<file path="config.mk">
export PLATFORM = sky130hd
export DESIGN_NAME = xlat_ctx_regbank
export DESIGN_NICKNAME = d
export VERILOG_FILES = /design/src/rtl/xlat_ctx_pkg.sv /design/src/rtl/xlat_addr_dec.sv /design/src/rtl/xlat_ctx_slot.sv /design/src/rtl/xlat_collect.sv /design/src/rtl/xlat_ctx_regbank.sv
export SDC_FILE = /design/constraint.sdc
export NUM_CORES = 2
export LEC_CHECK = 0
export BUFFER_PORTS_ARGS = -buffer_cell sky130_fd_sc_hd__buf_2
export CORE_UTILIZATION = 40
export CTS_CLUSTER_SIZE = 28
export DETAILED_ROUTE_END_ITERATION = 16
export GPL_ROUTABILITY_DRIVEN = 0
export SLEW_MARGIN = 20
export SYNTH_ARGS = -nofsm -noshare
export SYNTH_HDL_FRONTEND = slang
export SYNTH_SLANG_ARGS = --single-unit
</file>
<file path="constraint.sdc">
create_clock -name clk_i -period 2.6 [get_ports clk_i]
set_input_delay 0.39 -clock clk_i [delete_from_list [all_inputs] [get_ports clk_i]]
set_output_delay 0.39 -clock clk_i [all_outputs]
set_load 0.1 [all_outputs]
</file>
<file path="src/rtl/xlat_ctx_pkg.sv">
package xlat_ctx_pkg;

  typedef enum logic [3:0] {
    RS_NONE, RS_CTRL, RS_CFG, RS_TLO, RS_THI, RS_STAT, RS_ATTR, RS_FALO, RS_FAHI
  } reg_sel_e;

  localparam int unsigned FLT_W = 5;
  localparam logic [FLT_W-1:0] FLT_MASK = 5'b10111;

  function automatic reg_sel_e decode_off(input logic [31:0] off);
    case (off)
      32'h00:  return RS_CTRL;
      32'h08:  return RS_CFG;
      32'h10:  return RS_TLO;
      32'h14:  return RS_THI;
      32'h20:  return RS_STAT;
      32'h28:  return RS_ATTR;
      32'h30:  return RS_FALO;
      32'h34:  return RS_FAHI;
      default: return RS_NONE;
    endcase
  endfunction

endpackage

</file>
<file path="src/rtl/xlat_addr_dec.sv">
module xlat_addr_dec
  import xlat_ctx_pkg::*;
#(
  parameter int NUM_CTX = 16,
  parameter int ADDR_W  = 12,
  parameter int STRIDE  = 'h40,
  parameter int SPLIT   = 8,
  parameter int HI_WIN  = 'h800
) (
  input  logic [ADDR_W-1:0]  addr_i,
  output logic [NUM_CTX-1:0] hit_o,
  output reg_sel_e           sel_o
);
  localparam int OFF_W = $clog2(STRIDE);

  for (genvar c = 0; c < NUM_CTX; c++) begin : g_hit
    // upper contexts live in a relocated window
    localparam logic [ADDR_W-1:0] CB =
      ADDR_W'((c < SPLIT) ? c * STRIDE : HI_WIN + (c - SPLIT) * STRIDE);
    assign hit_o[c] = (addr_i[ADDR_W-1:OFF_W] == CB[ADDR_W-1:OFF_W]);
  end

  assign sel_o = decode_off(32'(addr_i[OFF_W-1:0]));
endmodule

</file>
<file path="src/rtl/xlat_ctx_slot.sv">
module xlat_ctx_slot
  import xlat_ctx_pkg::*;
(
  input  logic             clk_i,
  input  logic             rst_ni,
  input  logic             wr_i,
  input  reg_sel_e         sel_i,
  input  logic [31:0]      wdata_i,
  output logic [31:0]      rdata_o,
  input  logic             flt_i,
  input  logic [FLT_W-1:0] flt_type_i,
  input  logic [63:0]      flt_addr_i,
  input  logic             flush_done_i,
  output logic             en_o,
  output logic             flush_o,
  output logic             irq_o
);
  logic             en_q, ie_q, fl_q;
  logic [31:0]      cfg_q, tlo_q, thi_q, attr_q;
  logic [FLT_W-1:0] st_q, st_and;
  logic [63:0]      fa_q;
  logic [FLT_W-1:0] flt_bits;
  logic             cap;

  assign flt_bits = flt_type_i & FLT_MASK;
  assign cap      = flt_i && (st_q == '0) && (flt_bits != '0);
  assign st_and   = st_q & wdata_i[FLT_W-1:0];

  always_ff @(posedge clk_i or negedge rst_ni) begin
    if (!rst_ni) begin
      en_q <= 1'b0; ie_q <= 1'b0; fl_q <= 1'b0;
      cfg_q <= '0; tlo_q <= '0; thi_q <= '0; attr_q <= '0;
      st_q <= '0; fa_q <= '0;
    end else begin
      if (flush_done_i) fl_q <= 1'b0;
      if (wr_i) begin
        unique case (sel_i)
          RS_CTRL: begin
            en_q <= wdata_i[0];
            ie_q <= wdata_i[2];
            if (wdata_i[1]) fl_q <= 1'b1;  // only hardware can drop it
          end
          RS_CFG:  cfg_q  <= wdata_i;
          RS_TLO:  tlo_q  <= wdata_i;
          RS_THI:  thi_q  <= wdata_i;
          RS_ATTR: attr_q <= wdata_i;
          default: ;
        endcase
      end
      if (cap) begin
        st_q <= flt_bits;
        fa_q <= flt_addr_i;
      end else if (wr_i && sel_i == RS_STAT) begin
        st_q <= st_and;
        if (st_and == '0) fa_q <= '0;
      end
    end
  end

  always_comb begin
    unique case (sel_i)
      RS_CTRL: rdata_o = {29'd0, ie_q, fl_q, en_q};
      RS_CFG:  rdata_o = cfg_q;
      RS_TLO:  rdata_o = tlo_q;
      RS_THI:  rdata_o = thi_q;
      RS_STAT: rdata_o = {{(32-FLT_W){1'b0}}, st_q};
      RS_ATTR: rdata_o = attr_q;
      RS_FALO: rdata_o = fa_q[31:0];
      RS_FAHI: rdata_o = fa_q[63:32];
      default: rdata_o = '0;
    endcase
  end

  assign en_o    = en_q;
  assign flush_o = fl_q;
  assign irq_o   = ie_q && (st_q != '0);
endmodule

</file>
<file path="src/rtl/xlat_collect.sv">
module xlat_collect #(
  parameter int NUM_CTX = 16
) (
  input  logic [NUM_CTX-1:0]       hit_i,
  input  logic [NUM_CTX-1:0][31:0] rdata_i,
  input  logic [NUM_CTX-1:0]       irq_i,
  output logic [31:0]              rdata_o,
  output logic                     irq_o
);
  always_comb begin
    rdata_o = '0;
    for (int c = 0; c < NUM_CTX; c++)
      if (hit_i[c]) rdata_o = rdata_o | rdata_i[c];
  end
  assign irq_o = |irq_i;
endmodule

</file>
<file path="src/rtl/xlat_ctx_regbank.sv">
module xlat_ctx_regbank
  import xlat_ctx_pkg::*;
#(
  parameter int NUM_CTX = 16,
  parameter int ADDR_W  = 12,
  parameter int STRIDE  = 'h40,
  parameter int SPLIT   = 8,
  parameter int HI_WIN  = 'h800,
  localparam int CTX_W  = (NUM_CTX > 1) ? $clog2(NUM_CTX) : 1
) (
  input  logic               clk_i,
  input  logic               rst_ni,
  input  logic               req_i,
  input  logic               we_i,
  input  logic [ADDR_W-1:0]  addr_i,
  input  logic [31:0]        wdata_i,
  output logic [31:0]        rdata_o,
  output logic               rvalid_o,
  input  logic               fault_valid_i,
  input  logic [CTX_W-1:0]   fault_ctx_i,
  input  logic [FLT_W-1:0]   fault_type_i,
  input  logic [63:0]        fault_addr_i,
  input  logic [NUM_CTX-1:0] flush_done_i,
  output logic [NUM_CTX-1:0] flush_req_o,
  output logic [NUM_CTX-1:0] ctx_en_o,
  output logic               irq_o
);
  logic [NUM_CTX-1:0]       hit, irq_vec;
  logic [NUM_CTX-1:0][31:0] rd_vec;
  logic [31:0]              rd_mux;
  logic [31:0]              rdata_q;
  logic                     rvalid_q;
  reg_sel_e                 sel;

  xlat_addr_dec #(
    .NUM_CTX(NUM_CTX), .ADDR_W(ADDR_W), .STRIDE(STRIDE),
    .SPLIT(SPLIT), .HI_WIN(HI_WIN)
  ) u_dec (
    .addr_i(addr_i), .hit_o(hit), .sel_o(sel)
  );

  for (genvar c = 0; c < NUM_CTX; c++) begin : g_ctx
    xlat_ctx_slot u_slot (
      .clk_i       (clk_i),
      .rst_ni      (rst_ni),
      .wr_i        (req_i && we_i && hit[c]),
      .sel_i       (sel),
      .wdata_i     (wdata_i),
      .rdata_o     (rd_vec[c]),
      .flt_i       (fault_valid_i && (fault_ctx_i == CTX_W'(c))),
      .flt_type_i  (fault_type_i),
      .flt_addr_i  (fault_addr_i),
      .flush_done_i(flush_done_i[c]),
      .en_o        (ctx_en_o[c]),
      .flush_o     (flush_req_o[c]),
      .irq_o       (irq_vec[c])
    );
  end

  xlat_collect #(.NUM_CTX(NUM_CTX)) u_col (
    .hit_i(hit), .rdata_i(rd_vec), .irq_i(irq_vec),
    .rdata_o(rd_mux), .irq_o(irq_o)
  );

  always_ff @(posedge clk_i or negedge rst_ni) begin
    if (!rst_ni) begin
      rvalid_q <= 1'b0;
      rdata_q  <= '0;
    end else begin
      rvalid_q <= req_i && !we_i;
      if (req_i && !we_i) rdata_q <= rd_mux;
    end
  end

  assign rdata_o  = rdata_q;
  assign rvalid_o = rvalid_q;
endmodule

</file>
# Word level (Yosys, flattened, before mapping)
# Index checks and enable logic that the tools add are counted.
# word_totals
reg_bits,3233
out_inout_bits,66
# op_classes
n_eq_ne,45
muxes,177
bitwise_logic,31
n_reduce_logical,280
# ops
cell,count
one-hot mux 32 bit (8 select lines),16
2-to-1 mux 64 bit,48
2-to-1 mux 32 bit,16
OR 32 bit,15
AND reduction 2 bit,96
zero test 5 bit,32
2-to-1 mux 5 bit,32
logical AND 1 bit,98
nonzero test 5 bit,17
AND 5 bit,16
== test 6 bit (second input constant),12
2-to-1 mux 1 bit,64
nonzero test 2 bit,32
== test 4 bit (second input constant),9
== test 4 x 3 -> 1 bit (second input constant),8
one-hot mux 4 bit (8 select lines),1
== test 6 x 3 -> 1 bit (second input constant),4
== test 4 x 2 -> 1 bit (second input constant),4
OR reduction 16 bit,1
== test 6 x 2 -> 1 bit (second input constant),2
== test 6 x 5 -> 1 bit (second input constant),2
zero test 6 bit,2
== test 4 x 1 -> 1 bit (second input constant),2
== test 6 x 1 -> 1 bit (second input constant),1
other kinds (3),3

# Longest topological paths before layout
# logic_depth
depth_word,35
depth_mapped,13

# By module
# Synthesis repeated with hierarchy kept, for this count alone.
# hier_totals
hier_cells,11944
area_unflattened_um2,158868.6
# modules_own_cells
mod,n_inst,cells_per_inst,area_per_inst_um2
xlat_ctx_slot at g_ctx[0].u_slot ...,10,769,10221.1
xlat_ctx_slot at g_ctx[5].u_slot ...,5,600,8555.7
xlat_ctx_slot at g_ctx[4].u_slot,1,769,9201.3
xlat_collect,1,341,2861.5
xlat_ctx_regbank,1,111,1597.8
xlat_addr_dec,1,33,219.0

# Worst setup path after synthesis
# Ideal clock, no wire load.
# synth_timing
path_kind,input to register
start,in addr_i[5]
end,"reg rdata_q[11], in the netlist rdata_o[11]"
setup_ns,0.122
arrival_ns,2.519
slack_ns,-0.041
path_stages,11
n_path_buf,4
path_cell_list,buf_2 > buf_4 > clkbuf_1 > buf_1 > mux2i_1 > nor2_1 > a221oi_1 > a21oi_1 > nor4_1 > nand4_1 > a22o_1
# synth_between
elab_chain_len,35
word_cells_on_any_way,64
classes_between,eq/ne (15); mux (33); bitwise (15); reduce/logical (1)
# synth_rtl
element,line_no,rtl
from (decl),xlat_ctx_regbank.sv:15,"input logic [ADDR_W-1:0] addr_i,"
== test 6 bit (tied with other cells),xlat_ctx_pkg.sv:11,case (off)
one-hot mux 4 bit (8 select lines) *,xlat_ctx_pkg.sv:11,
== test 4 bit (tied with other cells),xlat_ctx_slot.sv:61,unique case (sel_i)
one-hot mux 32 bit (8 select lines),xlat_ctx_slot.sv:61,
2-to-1 mux 32 bit,xlat_collect.sv:13,if (hit_i[c]) rdata_o = rdata_o | rdata_i[c];
OR 32 bit,xlat_collect.sv:13,
2-to-1 mux 32 bit,xlat_collect.sv:13,
OR 32 bit,xlat_collect.sv:13,
[... 19 more ...],-,
OR 32 bit,xlat_collect.sv:13,
2-to-1 mux 32 bit,xlat_collect.sv:13,
OR 32 bit,xlat_collect.sv:13,
2-to-1 mux 32 bit,xlat_collect.sv:13,
OR 32 bit,xlat_collect.sv:13,
2-to-1 mux 32 bit,xlat_collect.sv:13,
OR 32 bit,xlat_collect.sv:13,
2-to-1 mux 32 bit *,xlat_collect.sv:13,
to (signal assigned),xlat_ctx_regbank.sv:71,if (req_i && !we_i) rdata_q <= rd_mux;
to (decl),xlat_ctx_regbank.sv:31,logic [31:0] rdata_q;
# Mark *: on every way between the ends. The rest lies on a longest branch, timed or not.
# A chain may end at the register's enable or synchronous reset.

# Final worst setup path
# layout_timing
start,reg g_ctx[6].u_slot.st_q[0]
end,out irq_o
# layout_between
elab_chain_len,3
# layout_rtl
element,line_no,rtl
from (decl),xlat_ctx_slot.sv:20,"logic [FLT_W-1:0] st_q, st_and;"
from (signal assigned),xlat_ctx_slot.sv:51,st_q <= flt_bits;
from (signal assigned),xlat_ctx_slot.sv:54,st_q <= st_and;
nonzero test 5 bit,xlat_ctx_slot.sv:76,assign irq_o = ie_q && (st_q != '0);
logical AND 1 bit,xlat_ctx_slot.sv:76,
OR reduction 16 bit,xlat_collect.sv:15,assign irq_o = |irq_i;
to (decl),xlat_ctx_regbank.sv:26,output logic irq_o
# Every way passes these cells.

==> impl_metrics.tcl <==
set metrics [dict create \
    core_sq_um 349000 \
    drv_cap 0 \
    leakage_nw 80.1 \
    ys_types 69 \
    ys_ff_latch 3233 \
    hold_violations 0 \
    avgRoutedWirePerCell_um 40.0 \
    nFillCells 29800 \
    final_layout_size_suffix_gt1_share_pct 36.7 \
    clkLatencyLatePin_ns 0.96 \
    die_area_sq_um 353000 \
    swShare_pct 25.4 \
    internal_power_w 0.0906 \
    start_util_pct 40.2 \
    cts_tree "yes" \
    dieWidth_um 594 \
    layout.nets 11600 \
    placed_cells 15700 \
    r2r_start "g_ctx[10].u_slot.st_q[3]" \
    r2r-end "g_ctx[10].u_slot.fa_q[26]" \
    crit_arrival_ns 2.93 \
    layoutNonFillerInstCount 16400 \
    power_frac_clock_pct 42.6 \
    syn_area_per_cell_sq_um 13.1 \
    syn_area_sq_um 140000 \
    finalWirelength_um 656000 \
    seqPwrFrac_pct 48.7 \
    drt_iter0_drc 16800 \
    rows 217 \
    min_period_over_period_pct 128 \
    relSlewSlack_pct 22.0 \
    synth-xor-area-share_pct 0 \
    hpwl_um 422000 \
    finalMaxSlewViolations 0 \
    overflow 0 \
    regArea_sq_um 80900 \
    clock_path_buffers 4 \
    worstPathRequired_ns 2.21 \
    synth_compound_area_share_pct 17.3 \
    hold_class "input port to flop" \
    r2r_slack_ns -0.09 \
    synth_top_family_by_area "multiplexers" \
    violations "setup timing" \
    syn_to_final_growth_pct 22.2 \
    cts-htree-levels 5 \
    critPathMaxFanout 2 \
    comb_power_share_pct 8.7 \
    whs_path_depth 2 \
    grt_pass1_wl_um 912000 \
    seq_area_frac_synth_pct 57.7 \
    vias 113000 \
    synth_fa_ha_area_share_pct 0 \
    root_buffer "clkbuf_16" \
    synth-edff-count 0 \
    timing.final.ws_setup_ns -0.721 \
    ys_warn_count 0 \
    fmax_mhz 301 \
    boundaryPins 204 \
    finalSetupTns_ns -2.95 \
    first_pass_iters 9 \
    utilization_pct 49.1 \
    p_sw_w 0.0309 \
    portBuffers 202 \
    fin_crit_ns 3.32 \
    grt_pass1_vias 112000 \
    viasPerCell 6.91 \
    async_flop_share_pct 100 \
    clock_sinks 3233 \
    setup_violations 50 \
    worstRegToRegCells 9 \
    synth_nets 10900 \
    synth_ff_type "dfrtp_1" \
    peakVddDrop_mv 0.488 \
    ant_nets 0 \
    fin_hold_ws_ns 0.0377 \
    grt_setup_unrepaired "true" \
    tightest_slew_ns 1.14 \
    grt_max_degree 142 \
    cts_buffers 350 \
    clkTransAtPathRegs_ns 0.06 \
    syn_inst 10700 \
    crit_path_end_kind "primary output" \
    grt.total_usage_pct 36.2 \
    die_h_um 594 \
    crit_type "flop to primary output" \
    min_to "g_ctx[9].u_slot.tlo_q[31]" \
    hold_start "wdata_i[31]" \
    synthSimpleGateAreaFrac_pct 2.57 \
    fin_skew_ns 0.0624 \
    slowest_stage "or4_4" \
    cp_cell_sequence "or4_4 > o21ai_4 > nand2_2 > a2111oi_4 > buf_4 > nand3_4 > buf_12" \
    multi_input_area_sq_um 54700 \
    outcome "complete, but fails checks" \
    drc 0 \
    antenna_found_initial 71 \
    startpoint_type "flop" \
    muxShareOfSynthArea_pct 18.4 \
    cpPeakStageDelay_ns 0.55 \
    powerDensity_nw_per_um2 708 \
]
==> area by class of cell <==
cell class	count	area share, %
flip-flops and latches	3233	47.2
inverters	23	0.0503
diodes	35	0.0511
clock inverters	109	0.750
repair buffers	1656	10.6
well taps	4599	3.35
multi-input cells	6218	31.9
clock buffers	522	6.11
==> critical path: cells and delay by family, from the launching register on <==
family / cells / cell delay (ns)
AOI/OAI and AO/OA: 2 / 0.49
DFF: 1 / 0.39
and+or+nand+nor: 3 / 0.72
buffers and inverters: 2 / 0.38
==> kinds of logic (layout without fill, tap and decap cells) <==
group           after synthesis  in the layout
buf+inv                    1270           2310
other cells                   0             35
compound gates             3144           3144
flops                      3233           3233
mux                        2309           2309
simple gates                765            765
==> what timing repair did <==
action / in CTS / in global routing
hold buffers: 62 / 0
endpoints found under the hold margin: 2056 / 0
pin swaps: 4 / 8
endpoints found under the setup margin: 25 / 53
buffers inserted: 3 / 6
gates resized for setup: 20 / 32
gates cloned: 0 / 6
==> flip-flops by register name, summed over array words and instances (netlist names) <==
signal                flops
g_ctx.u_slot.thi_q      512
g_ctx.u_slot.ie_q        16
g_ctx.u_slot.flush_o     16
g_ctx.u_slot.tlo_q      512
g_ctx.u_slot.fa_q      1024
g_ctx.u_slot.attr_q     512
rvalid_o                  1
rdata_o                  32
g_ctx.u_slot.st_q        80
g_ctx.u_slot.en_o        16
g_ctx.u_slot.cfg_q      512
==> cells in the final DEF, fill, tap and decap left out, types with 10 or more instances in the layout <==
master / Yosys / layout
a221oi_1: 170 / 166
buf_2: 433 / 195
a222oi_1: 42 / 42
nand3_1: 42 / 35
clkbuf_8: 0 / 82
nor3_1: 40 / 33
clkinv_2: 0 / 66
buf_4: 95 / 911
mux2_1: 95 / 95
a22oi_1: 1123 / 1122
clkbuf_1: 586 / 78
mux2_2: 2018 / 2018
nand2_4: 0 / 25
o21ai_0: 86 / 83
a22o_1: 1094 / 1094
mux2i_1: 194 / 192
dfrtp_1: 3233 / 3233
nand4_1: 16 / 16
bufinv_16: 0 / 21
o21ai_1: 11 / 12
a31oi_1: 317 / 316
or4_1: 29 / 25
inv_1: 22 / 22
nor2_1: 258 / 202
nand2_1: 232 / 205
nor4_2: 1 / 10
diode_2: 0 / 35
a21oi_1: 153 / 153
o211ai_1: 18 / 18
clkbuf_16: 0 / 367
o21a_1: 11 / 10
o22ai_1: 46 / 46
nor2_4: 3 / 60
buf_12: 0 / 475
dlygate4sd3_1: 0 / 62
nor4_1: 88 / 79
==> cell usage after synthesis (8+ instances only) <==
master     count  area, sq um
nor2_1       258          968
a221o_1        8         80.1
clkbuf_1     586         2200
a222oi_1      42          420
o21a_1        11         82.6
buf_4         95          713
or4_1         29          218
nor4_1        88          551
nand2_1      232          871
o21ai_0       86          430
dfrtp_1     3233        80900
a21oi_1      153          766
o211ai_1      18          135
a2bb2oi_1      8         70.1
a22oi_1     1123         8430
a22o_1      1094         9580
nor3_1        40          200
mux2i_1      194         1940
inv_1         22         82.6
mux2_1        95         1070
nand3_1       42          210
buf_1        129          484
nand2b_1       8         50.1
mux2_2      2018        22700
buf_2        433         2170
a221oi_1     170         1490
o22ai_1       46          288
a31oi_1      317         1980
nand4_1       16          100
o21ai_1       11         55.1
==> power groups by stage <==
| stage | clock (W) | combinational [W] | sequential [W] |
|---|---|---|---|
| final | 0.0518 | 0.0106 | 0.0591 |
| after global routing | 0.0538 | 0.0112 | 0.0595 |
| after CTS | 0.0518 | 0.0104 | 0.0589 |
| after detailed placement | 0 | 0.0102 | 0.0596 |
| after global placement | 0 | 0.00984 | 0.0595 |
| after floorplan | 0 | 0.00610 | 0.0586 |
==> metal layers <==
layer | wire length [um] | GRT usage [%]
met1 | 241000 | 46.7
met2 | 272000 | 51.1
met3 | 88900 | 12.8
met4 | 54000 | 24.6
met5 | 214 | 0
==> stage by stage <==
stage	instance area [sq um]	power [W]	setup slack (ns)
after floorplan	140000	0.0647	0.0159
after global placement	159000	0.0693	-0.983
after detailed placement	159000	0.0698	-0.949
after CTS	171000	0.121	-0.761
after global routing	171000	0.125	-0.736
final	172000	0.121	-0.721
==> worst max path at each step <==
stage | cells after the start | start | to
6_report | 7 | g_ctx[6].u_slot.st_q[0] | irq_o
3_5_place_dp | 14 | addr_i[3] | rdata_o[16]
2_1_floorplan | 11 | addr_i[5] | rdata_o[18]
3_3_place_gp | 14 | addr_i[3] | rdata_o[16]
4_1_cts | 7 | g_ctx[8].u_slot.st_q[3] | irq_o
5_1_grt | 7 | g_ctx[6].u_slot.st_q[0] | irq_o
Note: power is estimated with default switching activity, not from simulation.
